<file path="src/rtl/fpw_pkg.sv">
package fpw_pkg;
  localparam int SP_W      = 32;
  localparam int SP_EXP_W  = 8;
  localparam int SP_FRAC_W = 23;
  localparam int DP_W      = 64;
  localparam int DP_EXP_W  = 11;
  localparam int DP_FRAC_W = 52;
  localparam int PAD_W     = DP_FRAC_W - SP_FRAC_W;
  localparam int REBIAS    = 896;
  localparam int LZ_W      = $clog2(SP_FRAC_W + 1);

  typedef struct packed {
    logic [DP_W-1:0] val;
    logic            snan;
    logic            sub;
  } lane_res_t;

  // Leading zero count of a single-precision fraction; all-zero gives SP_FRAC_W.
  function automatic logic [LZ_W-1:0] fpw_lzc(input logic [SP_FRAC_W-1:0] f);
    logic [LZ_W-1:0] n;
    n = LZ_W'(SP_FRAC_W);
    for (int i = 0; i < SP_FRAC_W; i++)
      if (f[i]) n = LZ_W'(SP_FRAC_W - 1 - i);
    return n;
  endfunction

  // Exact single-to-double widening with condition detection.
  function automatic lane_res_t fpw_widen(input logic [SP_W-1:0] x);
    lane_res_t              r;
    logic                   s;
    logic [SP_EXP_W-1:0]    e;
    logic [SP_FRAC_W-1:0]   f;
    logic [LZ_W-1:0]        lz;
    logic [SP_FRAC_W-1:0]   nf;
    logic [DP_EXP_W-1:0]    de;
    s = x[SP_W-1];
    e = x[SP_W-2 -: SP_EXP_W];
    f = x[SP_FRAC_W-1:0];
    lz = fpw_lzc(f);
    nf = f << ({1'b0, lz} + (LZ_W+1)'(1));
    de = DP_EXP_W'(REBIAS) - DP_EXP_W'(lz);
    r.snan = 1'b0;
    r.sub  = 1'b0;
    if (e == '1) begin
      r.val  = {s, {DP_EXP_W{1'b1}}, (f[SP_FRAC_W-1] | (f != '0)), f[SP_FRAC_W-2:0], {PAD_W{1'b0}}};
      r.snan = (f != '0) && !f[SP_FRAC_W-1];
    end else if (e == '0) begin
      if (f == '0) begin
        r.val = {s, {(DP_W-1){1'b0}}};
      end else begin
        r.val = {s, de, nf, {PAD_W{1'b0}}};
        r.sub = 1'b1;
      end
    end else begin
      r.val = {s, DP_EXP_W'(e) + DP_EXP_W'(REBIAS), f, {PAD_W{1'b0}}};
    end
    return r;
  endfunction
endpackage

</file>
<file path="src/rtl/fpw_lane.sv">
module fpw_lane
  import fpw_pkg::*;
(
  input  logic [SP_W-1:0] op,
  output logic [DP_W-1:0] wide,
  output logic            is_snan,
  output logic            is_sub
);
  lane_res_t r;
  always_comb begin
    r       = fpw_widen(op);
    wide    = r.val;
    is_snan = r.snan;
    is_sub  = r.sub;
  end
endmodule

</file>
<file path="src/rtl/fpw_excp.sv">
module fpw_excp #(
  parameter int LANES = 2
) (
  input  logic [LANES-1:0] lane_snan,
  input  logic [LANES-1:0] lane_sub,
  input  logic             mask_invalid,
  input  logic             mask_denorm,
  output logic             any_invalid,
  output logic             any_denorm,
  output logic             raise
);
  always_comb begin
    any_invalid = |lane_snan;
    any_denorm  = |lane_sub;
    raise       = (any_invalid && !mask_invalid) || (any_denorm && !mask_denorm);
  end
endmodule

</file>
<file path="src/rtl/fpw_widener.sv">
module fpw_widener
  import fpw_pkg::*;
#(
  parameter int LANES = 2,
  parameter int SRC_W = 128
) (
  input  logic             clk,
  input  logic             rst_n,
  input  logic             in_valid,
  input  logic [SRC_W-1:0] src,
  input  logic             mask_invalid,
  input  logic             mask_denorm,
  output logic             out_valid,
  output logic [SRC_W-1:0] result,
  output logic             wr_en,
  output logic             flag_invalid,
  output logic             flag_denorm,
  output logic             exc_req
);
  localparam int RES_W = LANES * DP_W;

  logic [LANES-1:0]      lane_snan;
  logic [LANES-1:0]      lane_sub;
  logic [DP_W-1:0]       lane_out [LANES];
  logic [RES_W-1:0]      res_d;
  logic                  any_inv, any_den, raise_d;

  for (genvar g = 0; g < LANES; g++) begin : g_lane
    fpw_lane u_lane (
      .op      (src[g*SP_W +: SP_W]),
      .wide    (lane_out[g]),
      .is_snan (lane_snan[g]),
      .is_sub  (lane_sub[g])
    );
    assign res_d[g*DP_W +: DP_W] = lane_out[g];

    // a flagged signalling NaN leaves the lane as a quiet NaN
    a_r6_snan_made_quiet: assert property (@(posedge clk) disable iff (!rst_n)
      lane_snan[g] |-> (&lane_out[g][DP_W-2:DP_FRAC_W-1]));
    // a renormalised subnormal lands in the exact normal exponent window
    a_r5_sub_exp_window: assert property (@(posedge clk) disable iff (!rst_n)
      lane_sub[g] |-> (lane_out[g][DP_W-2:DP_FRAC_W] != '0 &&
                       lane_out[g][DP_W-2:DP_FRAC_W] <= DP_EXP_W'(REBIAS)));
  end

  fpw_excp #(.LANES(LANES)) u_excp (
    .lane_snan    (lane_snan),
    .lane_sub     (lane_sub),
    .mask_invalid (mask_invalid),
    .mask_denorm  (mask_denorm),
    .any_invalid  (any_inv),
    .any_denorm   (any_den),
    .raise        (raise_d)
  );

  always_ff @(posedge clk) begin
    if (!rst_n) begin
      out_valid    <= 1'b0;
      result       <= '0;
      wr_en        <= 1'b0;
      flag_invalid <= 1'b0;
      flag_denorm  <= 1'b0;
      exc_req      <= 1'b0;
    end else begin
      out_valid    <= in_valid;
      flag_invalid <= in_valid && any_inv;
      flag_denorm  <= in_valid && any_den;
      exc_req      <= in_valid && raise_d;
      wr_en        <= in_valid && !raise_d;
      if (in_valid) result <= SRC_W'(res_d);
    end
  end

  a_r1_valid_follows: assert property (@(posedge clk) disable iff (!rst_n)
    in_valid |=> out_valid);
  a_r1_idle_follows: assert property (@(posedge clk) disable iff (!rst_n)
    !in_valid |=> !out_valid);
  a_r8_quiet_when_idle: assert property (@(posedge clk) disable iff (!rst_n)
    !out_valid |-> !(flag_invalid || flag_denorm || exc_req || wr_en));
  a_r9_unmasked_invalid: assert property (@(posedge clk) disable iff (!rst_n)
    (in_valid && lane_snan != '0 && !mask_invalid) |=> exc_req);
  a_r10_clean_writes: assert property (@(posedge clk) disable iff (!rst_n)
    (out_valid && !exc_req) |-> wr_en);
  a_r10_no_write_on_exc: assert property (@(posedge clk) disable iff (!rst_n)
    exc_req |-> !wr_en);
endmodule

</file>
<file path="config.mk">
export PLATFORM = sky130hd
export DESIGN_NAME = fpw_widener
export DESIGN_NICKNAME = d
export VERILOG_FILES = /design/src/rtl/fpw_pkg.sv /design/src/rtl/fpw_lane.sv /design/src/rtl/fpw_excp.sv /design/src/rtl/fpw_widener.sv
export SDC_FILE = /design/constraint.sdc
export NUM_CORES = 1
export LEC_CHECK = 0
export BUFFER_PORTS_ARGS = -buffer_cell sky130_fd_sc_hd__clkbuf_2
export CAP_MARGIN = 0
export CORE_UTILIZATION = 44
export CTS_CLUSTER_DIAMETER = 50
export DETAILED_ROUTE_END_ITERATION = 8
export GPL_TIMING_DRIVEN = 0
export PLACE_DENSITY = 0.71
export SLEW_MARGIN = 30
export SYNTH_ARGS = -nofsm -noshare
export SYNTH_HDL_FRONTEND = slang
export SYNTH_SLANG_ARGS = --single-unit
</file>
<file path="constraint.sdc">
create_clock -name clk -period 4.85 [get_ports clk]
set_input_delay 0.97 -clock clk [delete_from_list [all_inputs] [get_ports clk]]
set_output_delay 0.97 -clock clk [all_outputs]
set_load 0.005 [all_outputs]
</file>
==> impl_metrics.py <==
metrics = {
    "outcome": {
        "status": "completed",
    },
    "final_layout": {
        "syn2layout_area_growth_pct": 20.89,
        "antennaDiodeCount": 0,
        "fin_nets": 1219,
        "fillers": 1508,
        "layout_commonest_cell": "clkbuf_2",
        "final_cell_mix": "clkbuf_2, nand2_1, a21oi_1, dfxtp_1",
        "drive_gt1_share_pct": 26.59,
    },
    "power_and_ir_drop": {
        "p_int_mw": 1.380,
        "power.total_mw": 2.087,
        "peakVddDrop_mv": 0.1936,
        "combPwrFrac_pct": 34.1,
        "p_seq_share_pct": 31.9,
        "p_leak_nw": 3.692,
        "sw_frac_of_total_pct": 33.88,
        "p_sw_mw": 0.7071,
        "clkPwrFrac_pct": 34.1,
        "p_per_area_mw_per_mm2": 249.8,
    },
    "worst_setup_path": {
        "cp_max_fo": 10,
        "cp_num_buf_inv": 6,
        "cp_slowest_cell": "a221oi_1",
        "crit_arrival_ns": 4.92,
        "crit_chain": "clkbuf_2, nand2b_1, a221oi_1, nor4_2, o21a_2, nor2_8, inv_2, buf_4, clkbuf_4, ha_2, o21ai_0, nor2_2, or3_1, clkbuf_1, nor2_1, buf_2, a22oi_1, a21oi_1",
        "slowest_delay_ns": 0.32,
        "start_kind": "input port",
        "path_class": "input port to register",
        "worstPathRequired_ns": 5.12,
        "end_kind": "register",
        "critPathTopFamily": "compound AO/OA/AOI/OAI gates",
    },
    "die": {
        "chipHeight_um": 127.3,
        "start_util_pct": 45.30,
        "top_level_ports": 266,
        "die_area_mm2": 0.01621,
        "rows": 45,
        "die_x_um": 127.3,
        "core_area_mm2": 0.01526,
    },
    "cts": {
        "clk_pin_slew_ns": 0.06,
        "clk_latency_ns": 0.34,
        "cts-root-buf": "clkbuf_16",
        "cts_buffers": 9,
        "cts_tree": "built",
        "clock_sinks": 73,
        "cts_max_path_buffers": 2,
        "cts.htree.levels": 3,
    },
    "synthesis": {
        "synth-edff-count": 0,
        "synth.distinct_cells": 99,
        "syn_avg_cell_area_um2": 7.766,
        "ys.flop_type": "dfxtp_1",
        "synth_cells": 890,
        "ys_seq_elements": 73,
        "synth-async-reset-ratio_pct": 0,
        "syn-cell-area_mm2": 0.006912,
        "ys_warn_count": 0,
        "yosysSeqAreaShare_pct": 21.14,
    },
    "worst_hold_path": {
        "hold_class": "register to register",
    },
    "sta": {
        "hold_slack_ns": 0.4915,
        "maxSlewHeadroom_pct": 40.59,
        "fin_skew_ns": 0,
        "drv_slew": 0,
        "final-hold-violation-count": 0,
        "min_period_over_period_pct": 95.93,
        "finalSetupTns_ns": 0,
        "min_period_ns": 4.652,
        "worstMarginPinSlew_ns": 0.8848,
        "clock.fmax_mhz": 214.9,
        "finalSetupViolations": 0,
    },
    "grt": {
        "grt_pass1_wl_um": 38200,
        "antenna_found_initial": 0,
        "grt_usage_pct": 30.43,
        "overflow": 0,
        "grt_pass1_vias": 6723,
        "grt_start_max_net_pins": 14,
    },
    "detailed_routing": {
        "drtIter0Drc": 897,
        "vias_per_cell": 5.935,
        "drcViolationCount": 0,
        "wl_per_cell_um": 19.46,
        "routed_wl_um": 25250,
        "dr_total_vias": 7704,
        "postRouteAntennaNets": 0,
        "first_pass_iters": 6,
    },
    "place": {
        "dp_hpwl_um": 19730,
        "gp_congestion": 0.9725,
        "portBuffers": 125,
    },
    "flow_run": {
        "cap_viol_max_count": 0,
    },
}
[final timing paths]
path         slack [ns]           to         from  depth (start not counted)
max reg2reg        3.92   result[50]   result[50]                          3
min                0.49  result[106]  result[106]                          1
min reg2reg        0.49  result[106]  result[106]                          1
max                0.20   result[36]       src[1]                         18
[synthesized netlist by cell type, types with 10 or more instances]
master	count	area (um^2)
mux4_2	10	225.2
o21ai_0	71	355.3
a21oi_1	73	365.4
nor3_1	17	85.08
buf_4	63	473.0
nor2b_1	11	68.82
mux2i_1	47	470.5
clkbuf_1	41	153.9
nor4_1	12	75.07
a31oi_1	20	125.1
mux2_2	10	112.6
nand2_1	76	285.3
o211ai_1	11	82.58
buf_2	12	60.06
dfxtp_1	73	1461
nand2b_1	14	87.58
inv_1	21	78.83
nor2_1	72	270.3
nand3_1	25	125.1
[area by class of cell]
type	count	area [um^2]	area share (%)
multi-input cells	721	4743	56.77
flip-flops and latches	73	1461	17.49
plain buffers	126	832.0	9.958
repair buffers	127	640.6	7.667
well taps	211	264.0	3.160
clock buffers	9	225.2	2.695
inverters	24	95.09	1.138
clock inverters	7	93.84	1.123
[metal layers]
metal,GRT usage (%),up-vias,wire (um)
li1,-,3586,-
met1,41.54,3554,10490
met2,47.67,487,11530
met3,5.737,77,2363
met4,11.06,0,874
met5,0,-,0
[repair_timing]
item / in CTS / in global routing
pin swaps: 1 / 0
cloned: 0 / 0
endpoints found under the setup margin: 6 / 19
resized for setup: 0 / 5
hold buffers: 0 / 0
buffers inserted: 2 / 0
[logic make-up after synthesis]
family                     after synthesis  synth area share, %
AOI/OAI and AO/OA                      300                29.71
xor gates and xnor gates                12                2.118
adders and majority gates                4               0.7241
buffers and inverters                  153                13.50
DFF                                     73                21.14
muxes                                   71                12.62
other                                    1              0.05426
and+or+nand+nor                        276                20.13
[per-stage QoR]
step	util [%]	worst slack, ns	cell area, um^2	std cells
final	54.76	0.1976	8356	1298
after CTS	54.69	0.03442	8346	1300
after global placement	52.53	-0.5344	8015	1283
after global routing	54.76	-0.07548	8356	1298
after detailed placement	52.53	-0.5362	8015	1283
after floorplan	-	0.3848	7126	947
[power groups by stage]
stage                     clock (mW)  sequential [mW]  combinational [mW]
final                          0.711            0.665               0.711
after global routing           0.751            0.668               0.760
after CTS                      0.722            0.665               0.691
after detailed placement           0            0.677               0.687
after global placement             0            0.677               0.692
after floorplan                    0            0.674               0.462
[sequential cells by signal (all words and copies together) (netlist names)]
signal and cells:
wr_en 1, flag_denorm 1, result 68, exc_req 1, out_valid 1, flag_invalid 1
[worst reg2reg max path, cell delays in order (launching register included)]
cell and delay (ns):
dfxtp_1 0.35, o21ai_0 0.11, a211o_1 0.30, o22ai_1 0.10
Note: power is estimated with default switching activity, not from simulation.
